$ cat src/rtl/abf_pkg.sv
package abf_pkg;

    localparam int WORD_W = 16;
    localparam int BYTE_W = 8;

    typedef struct packed {
        logic              vld;
        logic [WORD_W-1:0] word;
    } sample_t;

    typedef enum logic {
        HALF_LOW  = 1'b0,
        HALF_HIGH = 1'b1
    } half_e;

    function automatic logic [BYTE_W-1:0] upper_of(input logic [WORD_W-1:0] w);
        return w[WORD_W-1 -: BYTE_W];
    endfunction

    function automatic logic [BYTE_W-1:0] lower_of(input logic [WORD_W-1:0] w);
        return w[BYTE_W-1:0];
    endfunction

endpackage

$ cat src/rtl/abf_edge_sync.sv
module abf_edge_sync #(
    parameter int STAGES = 2
) (
    input  logic clk,
    input  logic rst,
    input  logic async_i,
    output logic rise_o,
    output logic fall_o
);
    localparam int CHAIN_W = STAGES + 1;

    logic [CHAIN_W-1:0] chain_q;

    generate
        for (genvar i = 0; i < CHAIN_W; i++) begin : g_chain
            if (i == 0) begin : g_head
                always_ff @(posedge clk) begin
                    if (rst) chain_q[i] <= 1'b0;
                    else     chain_q[i] <= async_i;
                end
            end else begin : g_tail
                always_ff @(posedge clk) begin
                    if (rst) chain_q[i] <= 1'b0;
                    else     chain_q[i] <= chain_q[i-1];
                end
            end
        end
    endgenerate

    // chain_q[STAGES-1] is the synchronized level, chain_q[STAGES] its previous value
    assign rise_o =  chain_q[STAGES-1] & ~chain_q[STAGES];
    assign fall_o = ~chain_q[STAGES-1] &  chain_q[STAGES];

endmodule

$ cat src/rtl/abf_pipe.sv
module abf_pipe
    import abf_pkg::*;
#(
    parameter int DEPTH = 3
) (
    input  logic    clk,
    input  logic    rst,
    input  logic    adv_i,
    input  sample_t in_i,
    output sample_t tail_o
);
    sample_t stg_q [DEPTH];

    generate
        for (genvar i = 0; i < DEPTH; i++) begin : g_stage
            if (i == 0) begin : g_first
                always_ff @(posedge clk) begin
                    if (rst)        stg_q[i] <= '0;
                    else if (adv_i) stg_q[i] <= in_i;
                end
            end else begin : g_next
                always_ff @(posedge clk) begin
                    if (rst)        stg_q[i] <= '0;
                    else if (adv_i) stg_q[i] <= stg_q[i-1];
                end
            end
        end
    endgenerate

    assign tail_o = stg_q[DEPTH-1];

endmodule

$ cat src/rtl/abf_byte_sel.sv
module abf_byte_sel
    import abf_pkg::*;
(
    input  logic              clk,
    input  logic              rst,
    input  logic              rise_i,
    input  logic              fall_i,
    input  logic              single_i,
    input  sample_t           tail_i,
    output logic [BYTE_W-1:0] byte_o,
    output half_e             half_o
);
    logic [WORD_W-1:0] word_q;
    logic [WORD_W-1:0] next_word;
    logic [BYTE_W-1:0] byte_q;
    half_e             half_q;

    always_comb begin
        next_word = tail_i.vld ? tail_i.word : '0;
    end

    always_ff @(posedge clk) begin
        if (rst) begin
            word_q <= '0;
            byte_q <= '0;
            half_q <= HALF_HIGH;
        end else if (rise_i) begin
            word_q <= next_word;
            byte_q <= upper_of(next_word);
            half_q <= HALF_HIGH;
        end else if (fall_i && !single_i) begin
            byte_q <= lower_of(word_q);
            half_q <= HALF_LOW;
        end
    end

    assign byte_o = byte_q;
    assign half_o = half_q;

endmodule

$ cat src/rtl/adc_byte_fmt.sv
module adc_byte_fmt
    import abf_pkg::*;
#(
    parameter int SYNC_STAGES = 2,
    parameter int LATENCY     = 3
) (
    input  logic              clk,
    input  logic              rst,
    input  logic              adc_clk_i,
    input  logic [WORD_W-1:0] din_i,
    input  logic              din_vld_i,
    input  logic              single_byte_i,
    input  logic              oe_n_i,
    output logic [BYTE_W-1:0] dout_o,
    output logic              bus_en_o,
    output logic              hi_phase_o
);
    logic              rise;
    logic              fall;
    sample_t           in_s;
    sample_t           tail;
    logic [BYTE_W-1:0] byte_q;
    half_e             half_q;

    abf_edge_sync #(.STAGES(SYNC_STAGES)) u_sync (
        .clk     (clk),
        .rst     (rst),
        .async_i (adc_clk_i),
        .rise_o  (rise),
        .fall_o  (fall)
    );

    assign in_s.vld  = din_vld_i;
    assign in_s.word = din_i;

    abf_pipe #(.DEPTH(LATENCY)) u_pipe (
        .clk    (clk),
        .rst    (rst),
        .adv_i  (rise),
        .in_i   (in_s),
        .tail_o (tail)
    );

    abf_byte_sel u_sel (
        .clk      (clk),
        .rst      (rst),
        .rise_i   (rise),
        .fall_i   (fall),
        .single_i (single_byte_i),
        .tail_i   (tail),
        .byte_o   (byte_q),
        .half_o   (half_q)
    );

    assign bus_en_o   = ~oe_n_i;
    assign dout_o     = oe_n_i ? '0 : byte_q;
    assign hi_phase_o = (half_q == HALF_HIGH);

    assert_rise_high_R3: assert property (@(posedge clk) disable iff (rst)
        rise |=> hi_phase_o);

    assert_fall_low_R4: assert property (@(posedge clk) disable iff (rst)
        (fall && !single_byte_i) |=> !hi_phase_o);

    assert_single_hold_R5: assert property (@(posedge clk) disable iff (rst)
        (fall && single_byte_i) |=> ($stable(byte_q) && $stable(hi_phase_o)));

    assert_empty_zero_R7: assert property (@(posedge clk) disable iff (rst)
        (rise && !tail.vld) |=> (byte_q == '0));

    assert_quiet_hold_R8: assert property (@(posedge clk) disable iff (rst)
        (!rise && !fall) |=> ($stable(byte_q) && $stable(hi_phase_o)));

    assert_one_edge_R8: assert property (@(posedge clk) disable iff (rst)
        $onehot0({rise, fall}));

endmodule

$ cat config.mk
export PLATFORM = sky130hd
export DESIGN_NAME = adc_byte_fmt
export DESIGN_NICKNAME = d
export VERILOG_FILES = /design/src/rtl/abf_pkg.sv /design/src/rtl/abf_edge_sync.sv /design/src/rtl/abf_pipe.sv /design/src/rtl/abf_byte_sel.sv /design/src/rtl/adc_byte_fmt.sv
export SDC_FILE = /design/constraint.sdc
export NUM_CORES = 1
export LEC_CHECK = 0
export BUFFER_PORTS_ARGS = -buffer_cell sky130_fd_sc_hd__buf_2
export CORE_ASPECT_RATIO = 1.25
export CORE_MARGIN = 3
export CORE_UTILIZATION = 35
export DETAILED_ROUTE_END_ITERATION = 12
export GPL_TIMING_DRIVEN = 1
export PLACE_DENSITY_LB_ADDON = 0.15
export SLEW_MARGIN = 20
export SYNTH_ARGS = -nofsm -noshare
export SYNTH_HDL_FRONTEND = slang
export SYNTH_HIERARCHICAL = 1
export SYNTH_SLANG_ARGS = --single-unit
$ cat constraint.sdc
create_clock -name clk -period 2 [get_ports clk]
set_input_delay 0.4 -clock clk [delete_from_list [all_inputs] [get_ports clk]]
set_output_delay 0.4 -clock clk [all_outputs]
set_load 0.05 [all_outputs]
# == Yosys cells after proc, flatten, opt, wreduce, memory -nomap -nowiden ==
# Memories as Yosys holds them, arrays and structs flattened.
# Cells that the tools add are included.
# word_totals
ff_bits,20
ram_bits,51
input_bits,22
wordCells,31
memories,1
# classes
n_mux,12
bitwise_logic,8
reduce_logical,4
# memory_table
memory,depth,word_bits,read_ports,rd_clocked_by_memory_dff,wr,line,text
u_pipe.stg_q,3,17,3,0,3,abf_pipe.sv:12,sample_t stg_q [DEPTH];
# ops
cell,n
2-to-1 mux 17 bit,3
2-to-1 mux 8 bit,3
2-to-1 mux 16 bit,1
2-to-1 mux 1 bit,5
NOT 1 bit,3
bitwise OR 1 bit,3
AND 1 bit,2
nonzero test 2 bit,1
OR reduction 2 bit,1
logical AND 1 bit,1
zero test 1 bit,1

# == Logic depth before layout (Yosys ltp) ==
# Gate-level depths: netlist of run 1.
# logic_depth
word_depth,6
ltp_mapped,5
depth_no_buf,4

# == By module ==
# The synthesis of run 1 kept the hierarchy.
# modules_own_cells
mod,instances,cells_each,area_per_inst_um2
abf_pipe,1,113,2098.3
abf_byte_sel,1,83,910.9
abf_edge_sync,1,8,91.3
adc_byte_fmt,1,9,53.8

# == Worst setup path before layout of run 1 ==
# OpenSTA, ideal clock, no wires.
# synth_timing
path_kind,register -> register
from,register u_sync.chain_q[1]
to,memory u_pipe/stg_q[0][0] in the netlist's numbering (enable)
t_arrival_ps,1628
path_slack_ps,-15
stages_incl_launch_ff,3
n_path_buf,0
period_less_slack_ps,2015
path_cell_list,dfxtp_1 -> nor2b_1 -> or2_2
# synth_rtl
element,line,text
"start, declared",abf_edge_sync.sv:12,logic [CHAIN_W-1:0] chain_q;
"start signal, assigned by index",abf_edge_sync.sv:24,else chain_q[i] <= chain_q[i-1];
"end, declared",abf_pipe.sv:12,

# == Final worst setup path of run 1 ==
# layout_timing
from,register u_sync.chain_q[2]
to,"register u_sel.byte_q[4], in the netlist u_sel/byte_o[4]"
# layout_between
elab_chain_len,3
# layout_rtl
element,line,text
AND 1 bit,abf_edge_sync.sv:32,assign fall_o = ~chain_q[STAGES-1] & chain_q[STAGES];
via fall,adc_byte_fmt.sv:19,logic fall;
logical AND 1 bit,abf_byte_sel.sv:31,end else if (fall_i && !single_i) begin
nonzero test 2 bit (no source line),-,
"end signal, assigned",abf_byte_sel.sv:29,byte_q <= upper_of(next_word);
"end signal, assigned",abf_byte_sel.sv:32,byte_q <= lower_of(word_q);
"end, declared",abf_byte_sel.sv:15,logic [BYTE_W-1:0] byte_q;
# The timed path passes the listed nets, and every way through them passes these cells.
# A chain may end at the register's enable or synchronous reset.

==> results.md, run 1 <==
- Syn Std Cell Area: ~3200 sq um
- VDD IR-drop max: approximately 0.35 mV
- Die H: about 110 um
- Rel. slew slack: 66.46%
- Proportion of layout cells with a drive suffix above 1: a little under three fifths
- Later-pin clock latency in the skew report: 0.33 ns
- Post-Route Skew: slightly below 0.006 ns
- Worst min path class: in2reg
- First-pass GRT wire length: ~7.9 mm
- Remaining antenna violation count: 0
- CP Max Fanout: 9
- Vias in the first global route: between 1500 and 2000
- Final number of hold-violating endpoints: 0
- Die W: approximately 91 um
- First drt pass iteration count: 4
- Starting Density: 36.06%
- Total gr overflow: 0
- Hold_buf cts: 0
- Transition time at the pin with the least slew margin: ~0.5 ns
- GPL Wtd Cong: between 0.6 and 0.7
- Die area: roughly 10000 sq um
- Clock Pin Slew Worst Setup and Hold Paths: about 0.070 ns
- Required @ worst endpoint: 2.23 ns
- WS Path Type: reg2reg
- Post-layout min period: approximately 1.7 ns
- Synth Area per Inst: 14.81 sq um
- Synth area leader: edfxtp_1
- Arrival time at the worst endpoint: 1.89 ns
- Core ar.: around 9000 sq um
- Total wire length: between 4 and 5 mm
- Antenna violations before repair: 0
- Root Buffer: clkbuf_8
- GRT Total Usage: 10.02%
- Bufs on Longest Clock Path: 2
- # DRC: 0
- Syn Nets: 235
- Area contributors post-synth: edfxtp_1 (49%), and3b_2 (19%), dfxtp_1 (13%), nor2b_1 (4.6%), a211oi_2 (3.2%)
- Seq/Total Area, Yosys: between 60% and 70%
- Post-Syn Instances: 213
- Synth Register Bits: approximately 70
- Setup TNS Final: 0 ns
- # diodes: 0
- Fin. max-slew vios: 0
- Leakage: around 0.0015 uW
- DP Wirelength: a little under 3 mm
- Layout Utilization: between 40% and 50%
- Avg WL per Cell: between 10 and 15 um
- Achievable Freq: about 600 MHz
- CTS Buf Count: 9
- Run status: complete, no violations
- Vias/cell: 4.406
- Tcrit/Tclk final: between 80 and 90%
- I/O pin count: 32
- Final #Nets: 269
- Depth of the CTS H-tree: 3
- Resize count post-CTS: 0
- Crit end category: flop
- Area Overhead vs Synth: 14.08%
- Crit start category: flop
- Unrepaired setup endpoints after global routing: false
- Unique masters post-synth: 20
- Ys Warns: 6
- Endpoints failing setup: 0
- FP Rows: 38
- Setup bufs post-CTS: 0
- Max Cap Viol: 0
- Yosys top cell area share: roughly half
- Initial DRC Count: ~80
- CTS Sinks: 71
- CTS tree: yes
- IO buf count: 31
- Largest net degree at the start of global routing: 54
- PD cells: approximately 780 nW/um^2
- Via total after detailed routing: approximately 1600
per-layer routing:
| metal | vias up | global-route usage [%] | wire (um) |
|---|---|---|---|
| met3 | 6 | 3.351 | 220 |
| met5 | - | 0 | 0 |
| met4 | 0 | 5.734 | 85 |
| li1 | 843 | - | - |
| met1 | 751 | 12.02 | 2123 |
| met2 | 39 | 15.78 | 2272 |
flip-flops by register name, summed over array words and instances (netlist names):
name	flops
u_sel/word_q	8
u_pipe/stg_q	51
u_sync/chain_q	3
u_sel/byte_o	8
u_sel/half_o	1
power breakdown:
part	switching [uW]	internal (uW)
logic	114	81.8
registers	20.6	1640
clock network	492	438
total	626	2160
cell usage after synthesis, drive strengths merged:
cell,n
and3b,59
edfxtp,51
nor2b,23
dfxtp,20
buf,9
a211oi,8
a21oi,8
nor2,8
nor3,8
and2b,6
clkbuf,6
inv,2
a211o,1
a21o,1
and2,1
nand2b,1
or2,1
per-stage QoR:
step	worst slack [ns]	hold WS, ns	area (sq um)	instances	total power, uW
finish	0.3357	0.2796	3598	372	2791
global route	0.1760	0.2729	3598	372	2934
CTS	0.3317	0.2588	3598	372	2839
detailed placement	0.3528	0.4268	3442	356	1899
global placement	0.3811	0.4197	3442	356	1893
floorplan	0.2166	0.4138	3157	213	1831
final timing paths:
kind	to	slack, ns	start	cells after the start
setup / recovery	u_sel/byte_o[4]	0.34	u_sync/chain_q[2]	4
hold / removal	u_sync/chain_q[0]	0.28	adc_clk_i	2
setup reg to reg	u_sel/byte_o[4]	0.34	u_sync/chain_q[2]	4
hold reg to reg	u_sync/chain_q[1]	0.44	u_sync/chain_q[0]	1
final cells by class:
cell class | instances | area (sq um)
sequential | 71 | 1932
clock inverter | 5 | 25.02
fill | 857 | 5150
timing repair buffer | 38 | 220.2
clock buffer | 11 | 131.4
inverter | 2 | 7.507
tap | 120 | 150.1
multi-input combinational | 125 | 1132
logic make-up after synthesis:
logic type,synth area share [%]
flops,61.25
simple gates,29.43
compound gates,6.148
buf+inv,3.173
critical path, stage by stage, from the launching register on:
cell	delay [ns]
dfxtp_1	0.38
nor2b_1	0.39
nand2b_1	0.38
a211oi_2	0.34
nor3_2	0.06
layout by cell type, fill, tap and decap left out:
cell type	count
a211oi_2	8
dfxtp_1	20
nor2_2	8
edfxtp_1	51
clkbuf_8	9
clkinv_2	2
clkinvlp_4	1
and2_1	1
inv_1	2
clkbuf_1	2
clkinv_1	2
nor2b_1	22
nand2b_1	1
buf_12	1
nor2b_4	1
a211o_1	1
and3b_2	59
a21o_4	1
a21oi_2	8
buf_4	6
nor3_2	8
and2b_1	6
buf_2	31
or2_4	1
No activity file was read; power rests on OpenSTA's default activity.
==> run 2: changes to the inputs <==
--- a/config.mk
+++ b/config.mk
@@ -5,6 +5,7 @@
 export SDC_FILE = /design/constraint.sdc
 export NUM_CORES = 1
 export LEC_CHECK = 0
+export ABC_AREA = 1
 export BUFFER_PORTS_ARGS = -buffer_cell sky130_fd_sc_hd__buf_2
 export CORE_ASPECT_RATIO = 1.25
 export CORE_MARGIN = 3
==> constraint.sdc (replaced) <==
create_clock -name clk -period 1.5 [get_ports clk]
set_input_delay 0.3 -clock clk [delete_from_list [all_inputs] [get_ports clk]]
set_output_delay 0.3 -clock clk [all_outputs]
set_load 0.05 [all_outputs]
==> run 2 against run 1 <==
Compared with the run above: die area is 6.1% lower; wire length decreased by 12%; sequential share of layout area up 3.2 points; combinational power up 33%; global-route usage up 0.27 points; area after synthesis decreased by 6.5%; sequential cell count did not move; clock power up 57%; count of clock-buffer cells in the layout fell by 1; critical path depth shrank 1; critical endpoint is now dout_o[6]; largest power group unchanged.
==> results.md, run 2 <==
- First drt pass iteration count: 4
- Final #Nets: 356
- Core ar.: between 8000 and 9000 sq um
- Total wire length: between 4 and 5 mm
- Post-layout min period: between 1 and 1.5 ns
- Tcrit/Tclk final: 88.69%
- Hold_buf cts: 0
- Via total after detailed routing: 1750
- Most frequent cells in the layout: nor2_1 (77), inv_1 (67), edfxtp_1 (51), nand2_1 (34), buf_2 (31)
- Post-Route Skew: 0.006281 ns
- Commonest non-fill, non-tap cell in the layout: nor2_1
- Clock Pin Slew Worst Setup and Hold Paths: around 0.070 ns
- Hold depth: 3
- Crit start category: flop
- VDD IR-drop max: between 0.5 and 0.6 mV
- CTS Buf Count: 9
- Antenna violations before repair: 0
- Endpoints failing setup: 0
- Fin. max-slew vios: 0
- Die area: 9574 sq um
- Final number of hold-violating endpoints: 0
- Seq/Total Area, Yosys: about two thirds
- Worst setup margin: ~0.17 ns
- Proportion of layout cells with a drive suffix above 1: around a fifth
- FILL cells: around 810
- Worst slack at placement: 0.1958 ns
- FP Rows: 36
- First-pass GRT wire length: 7.472 mm
- Leakage: 0.001563 uW
- GRT Total Usage: between 10% and 20%
- Synth area leader: edfxtp_1
- Later-pin clock latency in the skew report: ~0.33 ns
- I/O pin count: 32
- Syn Std Cell Area: between 2000 and 3000 sq um
- DP Wirelength: roughly 2.7 mm
- Initial DRC Count: between 70 and 80
- WS Path Type: reg2out
- PD cells: approximately 1200 nW/um^2
- Vias/cell: 4.032
- Number of flip-flops in the largest register: a little over 50
- Post-Syn Instances: a little under 300
- Setup bufs post-CTS: 0
- # DRC: 0
- Arrival time at the worst endpoint: roughly 1 ns
- Achievable Freq: between 700 and 800 MHz
- Layout Utilization: between 40% and 50%
- CTS Sinks: 71
- CTS tree: yes
- IO buf count: 31
- Async set or reset register ratio after synthesis: 0%
- Crit end category: output pin
- Tot Pwr: 3933 uW
- Count leader, synth: nor2_1
- Depth of the CTS H-tree: 3
- Top reg by flops: u_pipe/stg_q
- Starting Density: 36.80%
- Required @ worst endpoint: between 1 and 1.5 ns
- Hold Path End: u_sync/chain_q[0]
- Remaining antenna violation count: 0
- Largest net degree at the start of global routing: 34
- Transition time at the pin with the least slew margin: approximately 0.25 ns
- Synth Flop Type: edfxtp_1
- Die H: ~110 um
- Area Overhead vs Synth: 15.06%
- Critical R2R Capture: u_sel/byte_o[5]
- Number of synthesized flops with an enable pin: 51
- Ys Warns: 6
- Hold path startpoint: adc_clk_i
- Bufs on Longest Clock Path: 2
- Die W: 88.12 um
- CP Max Fanout: 2
- Synth Register Bits: roughly 70
- Worst min path class: in2reg
- Unique masters post-synth: 19
- Total gr overflow: 0
- Area contributors post-synth: edfxtp_1 (52%), dfxtp_1 (14%), nor2_1 (9.8%), inv_1 (8.5%), nand2_1 (4.3%)
- Max Cap Viol: 0
- Root Buffer: clkbuf_8
- Setup TNS Final: 0 ns
- Yosys top cell area share: between 50% and 60%
- RR Startpoint: u_sync/chain_q[1]
- Synth Area per Inst: approximately 10 sq um
- Vias in the first global route: 1704
- R2R depth: 8
- GPL Wtd Cong: 0.7263
- # diodes: 0
- R2r setup slk: around 0.18 ns
- Syn Nets: approximately 320
- Synth cell count leaders: nor2_1 (77), inv_1 (67), edfxtp_1 (51)
- Unrepaired setup endpoints after global routing: false
- Rel. slew slack: a little over four fifths
- Avg WL per Cell: 9.546 um
- Run status: complete, no violations
-- run 2: changes by cell type in the layout (fill, tap and decap cells not counted), moves of 6 or more --
cell and change:
nor2b_1 -22, nor2_1 +77, a21oi_1 +8, a211oi_2 -8
inv_1 +65, and2b_1 -6, a21oi_2 -8, nand2_1 +34
and3b_2 -59, nor3_2 -8, nand3_1 +8, nand3b_1 +7
-- run 2: worst max-delay path by stage --
| stage | start | endpoint | cells after the start |
|---|---|---|---|
| after floorplan | u_sync/chain_q[1] | u_pipe/stg_q[0][0] | 3 |
| after global placement | u_sync/chain_q[1] | u_sel/word_q[4] | 7 |
| after detailed placement | u_sync/chain_q[1] | u_sel/byte_o[5] | 8 |
| after CTS | u_sel/byte_o[6] | dout_o[6] | 3 |
| after global routing | u_sync/chain_q[1] | u_sel/byte_o[0] | 8 |
| final | u_sel/byte_o[6] | dout_o[6] | 3 |
-- run 2: power breakdown --
part           switching (uW)  leakage, uW  internal, uW
Clock                     696    0.0000859           759
Sequential               27.7     0.000699          2190
Combinational             165     0.000778          93.3
Total                     889      0.00156          3040
-- run 2: kinds of logic (layout without fill, tap and decap cells) --
group,count (synthesis),after routing,share of synthesized area [%]
simple gates,135,135,19.97
buf+inv,81,125,13.19
flops,71,71,65.48
compound gates,8,8,1.357
-- run 2: critical path: stages, from the launching register on --
cell     delay [ns]
dfxtp_1        0.33
inv_1          0.04
nor2_1         0.07
buf_2          0.26
-- run 2: stage by stage --
stage	instance area, sq um	std cells	hold slack, ns
after floorplan	2953	295	0.3712
after global placement	3202	418	0.4029
after detailed placement	3202	418	0.3986
after CTS	3391	434	0.1541
after global routing	3395	434	0.1861
final	3395	434	0.1787
-- run 2: layout make-up --
cell class	count	area, sq um	area share [%]
Sequential cell	71	1932	56.91
Multi-Input combinational cell	143	631.9	18.61
Clock buffer	10	127.6	3.760
Tap cell	95	118.9	3.502
Clock inverter	6	61.31	1.806
Timing Repair Buffer	38	249.0	7.335
Inverter	71	274.0	8.072
-- run 2: repair_timing --
item,in CTS,in global routing
endpoints found under the setup margin,0,1
endpoints found under the hold margin,0,0
gates resized for setup,0,1
-- run 2: metal layers --
layer	GRT usage [%]	wire length, um	vias to the layer above
met4	5.832	74	0
met2	16.97	2032	37
li1	-	-	963
met5	0	0	-
met3	3.175	176	8
met1	11.74	1860	742
==> run 3: changes to the inputs <==
--- a/config.mk
+++ b/config.mk
@@ -7,6 +7,8 @@
 export LEC_CHECK = 0
 export ABC_AREA = 1
 export BUFFER_PORTS_ARGS = -buffer_cell sky130_fd_sc_hd__buf_2
+export CELL_PAD_IN_SITES_DETAIL_PLACEMENT = 0
+export CELL_PAD_IN_SITES_GLOBAL_PLACEMENT = 1
 export CORE_ASPECT_RATIO = 1.25
 export CORE_MARGIN = 3
 export CORE_UTILIZATION = 35
==> run 3 against run 2 <==
Compared with the run above: combinational power hardly changed; sequential cell count unchanged; total power fell by 0.53%; wire length decreased by 0.12%; count of clock-buffer cells in the layout is 1 lower; first-iteration DRC count down 13%; highest routed layer unchanged; register-to-register slack better by 0.02 ns; maximum frequency fell by 0.76%; final area is 0.22% higher; die area did not move.
==> results.md, run 3 (synthesized netlist as in run 2, its figures left out) <==
- CP peak stage delay: 0.34 ns
- Vias in the first global route: between 1500 and 2000
- Hold_ws: 0.1682 ns
- Tcrit/Tclk final: between 80% and 90%
- Pint: 3039 uW
- Top reg by flops: u_pipe/stg_q
- Layout Utilization: between 40% and 50%
- # diodes: 0
- Proportion of layout cells with a drive suffix above 1: a little under a fifth
- R2R depth: 8
- Post-Route Skew: between 0.008 and 0.009 ns
- First drt pass iteration count: 4
- CTS Sinks: roughly 70
- Post-layout min period: around 1.3 ns
- Starting Density: between 30 and 40%
- Final #Nets: between 300 and 400
- Root Buffer: clkbuf_8
- CTS Buf Count: 9
- Sw power: just under 900 uW
- Die H: 108.7 um
- Largest net degree at the start of global routing: 26
- Area Overhead vs Synth: 15.31%
- Endpoints failing setup: 0
- Hold depth: 3
- Core ar.: roughly 8000 sq um
- FP Rows: 36
- CP Max Fanout: 2
- Tot Pwr: slightly below 4000 uW
- VDD IR-drop max: 0.6870 mV
- Comb pwr share: roughly 6.6%
- Total wire length: just over 4 mm
- First-pass GRT wire length: between 7 and 8 mm
- Clock Pin Slew Worst Setup and Hold Paths: approximately 0.08 ns
- Number of flip-flops in the largest register: 51
- Transition time at the pin with the least slew margin: around 0.26 ns
- GPL Wtd Cong: 0.6810
- Crit start category: flop
- Achievable Freq: roughly 750 MHz
- # DRC: 0
- Hold_buf cts: 0
- Worst path cell trace: inv_1 -> nor2_1 -> buf_2
- Worst Path Buf+Inv: 2
- Setup TNS Final: 0 ns
- Avg WL per Cell: between 9 and 10 um
- Initial DRC Count: just over 60
- CTS tree: yes
- Part of the power in registers: between 50% and 60%
- Highest metal used: met4
- Critical path depth in cells: 3
- Max Cap Viol: 0
- Clk network pwr share: 36.7%
- WL met1: about 1.8 mm
- Sw frac: between 20 and 25%
- CP delay by family, top: flip-flops
- Antenna violations before repair: 0
- GRT Total Usage: around 10%
- Remaining antenna violation count: 0
- FILL cells: slightly below 800
- CP max-delay cell: dfxtp_1
- Die W: around 88 um
- Crit end category: output pin
- Bufs on Longest Clock Path: 2
- Leakage: 0.001575 uW
- Depth of the CTS H-tree: 3
- Later-pin clock latency in the skew report: ~0.33 ns
- Fin. max-slew vios: 0
- Final number of hold-violating endpoints: 0
- Resize count post-CTS: 0
- Unrepaired setup endpoints after global routing: false
- Worst min path class: in2reg
- IO buf count: 31
- Arrival time at the worst endpoint: between 1 and 1.5 ns
- Met3 wire length: roughly 150 um
- Met2 wire len: around 2.1 mm
- Required @ worst endpoint: 1.20 ns
- WS Path Type: reg2out
- PD cells: about 1200 nW/um^2
- Via total after detailed routing: around 1700
- Most frequent cells in the layout: nor2_1 (77), inv_1 (67), edfxtp_1 (51), nand2_1 (34), buf_2 (31)
- DP Wirelength: 2.791 mm
- Total gr overflow: 0
- Rel. slew slack: a little over 80%
- Run status: complete, no violations
- Die area: ~9600 sq um
- Setup bufs post-CTS: 0
- Commonest non-fill, non-tap cell in the layout: nor2_1
- Vias/cell: ~4.0
- I/O pin count: 32
## run 3: changes by cell type in the layout (fill, tap and decap cells not counted)
cell,delta
buf_6,-1
clkinvlp_4,-1
clkbuf_1,-1
clkinv_2,+2
buf_12,+1
## run 3: cell type report
cell class / instances / area (sq um) / area share (%)
multi-input combinational: 143 / 631.9 / 18.57
sequential: 71 / 1932 / 56.79
clock inverter: 7 / 63.81 / 1.876
timing repair buffer: 38 / 257.7 / 7.576
inverter: 71 / 274.0 / 8.054
tap: 95 / 118.9 / 3.494
clock buffer: 9 / 123.9 / 3.641
## run 3: metal layers
layer | global-route usage [%] | up-vias
li1 | - | 963
met1 | 10.90 | 730
met2 | 16.76 | 29
met3 | 2.721 | 7
met4 | 6.479 | 0
met5 | 0 | -
## run 3: power by group through the flow
stage / Combinational (uW) / Sequential [uW] / Clock (uW)
2_1_floorplan: 192 / 2260 / 0
3_3_place_gp: 261 / 2260 / 0
3_5_place_dp: 263 / 2260 / 0
4_1_cts: 265 / 2220 / 1490
5_1_grt: 296 / 2230 / 1580
6_report: 258 / 2220 / 1440
## run 3: worst reg2reg max path, cell delays in order, from the launching register on
cell and delay (ns):
dfxtp_1 0.33, inv_1 0.05, nor2_1 0.17, buf_4 0.23, inv_8 0.08, nand2_1 0.11, inv_2 0.08, nor2_1 0.10
nor2_1 0.05
## run 3: per-stage QoR
step	instance area, sq um	setup slack [ns]	cells
final	3402	0.1596	434
after global routing	3402	0.03076	434
after CTS	3402	0.1320	434
after detailed placement	3214	0.2022	418
after global placement	3214	0.2214	418
after floorplan	2953	0.004498	295
## run 3: path summary, 6_finish.rpt
kind                            slack [ns]         startpoint                 to
worst max-delay path                  0.16    u_sel/byte_o[6]          dout_o[6]
worst min-delay path                  0.17          adc_clk_i  u_sync/chain_q[0]
worst max register to register        0.20  u_sync/chain_q[1]    u_sel/byte_o[0]
worst min register to register        0.40  u_sync/chain_q[0]  u_sync/chain_q[1]
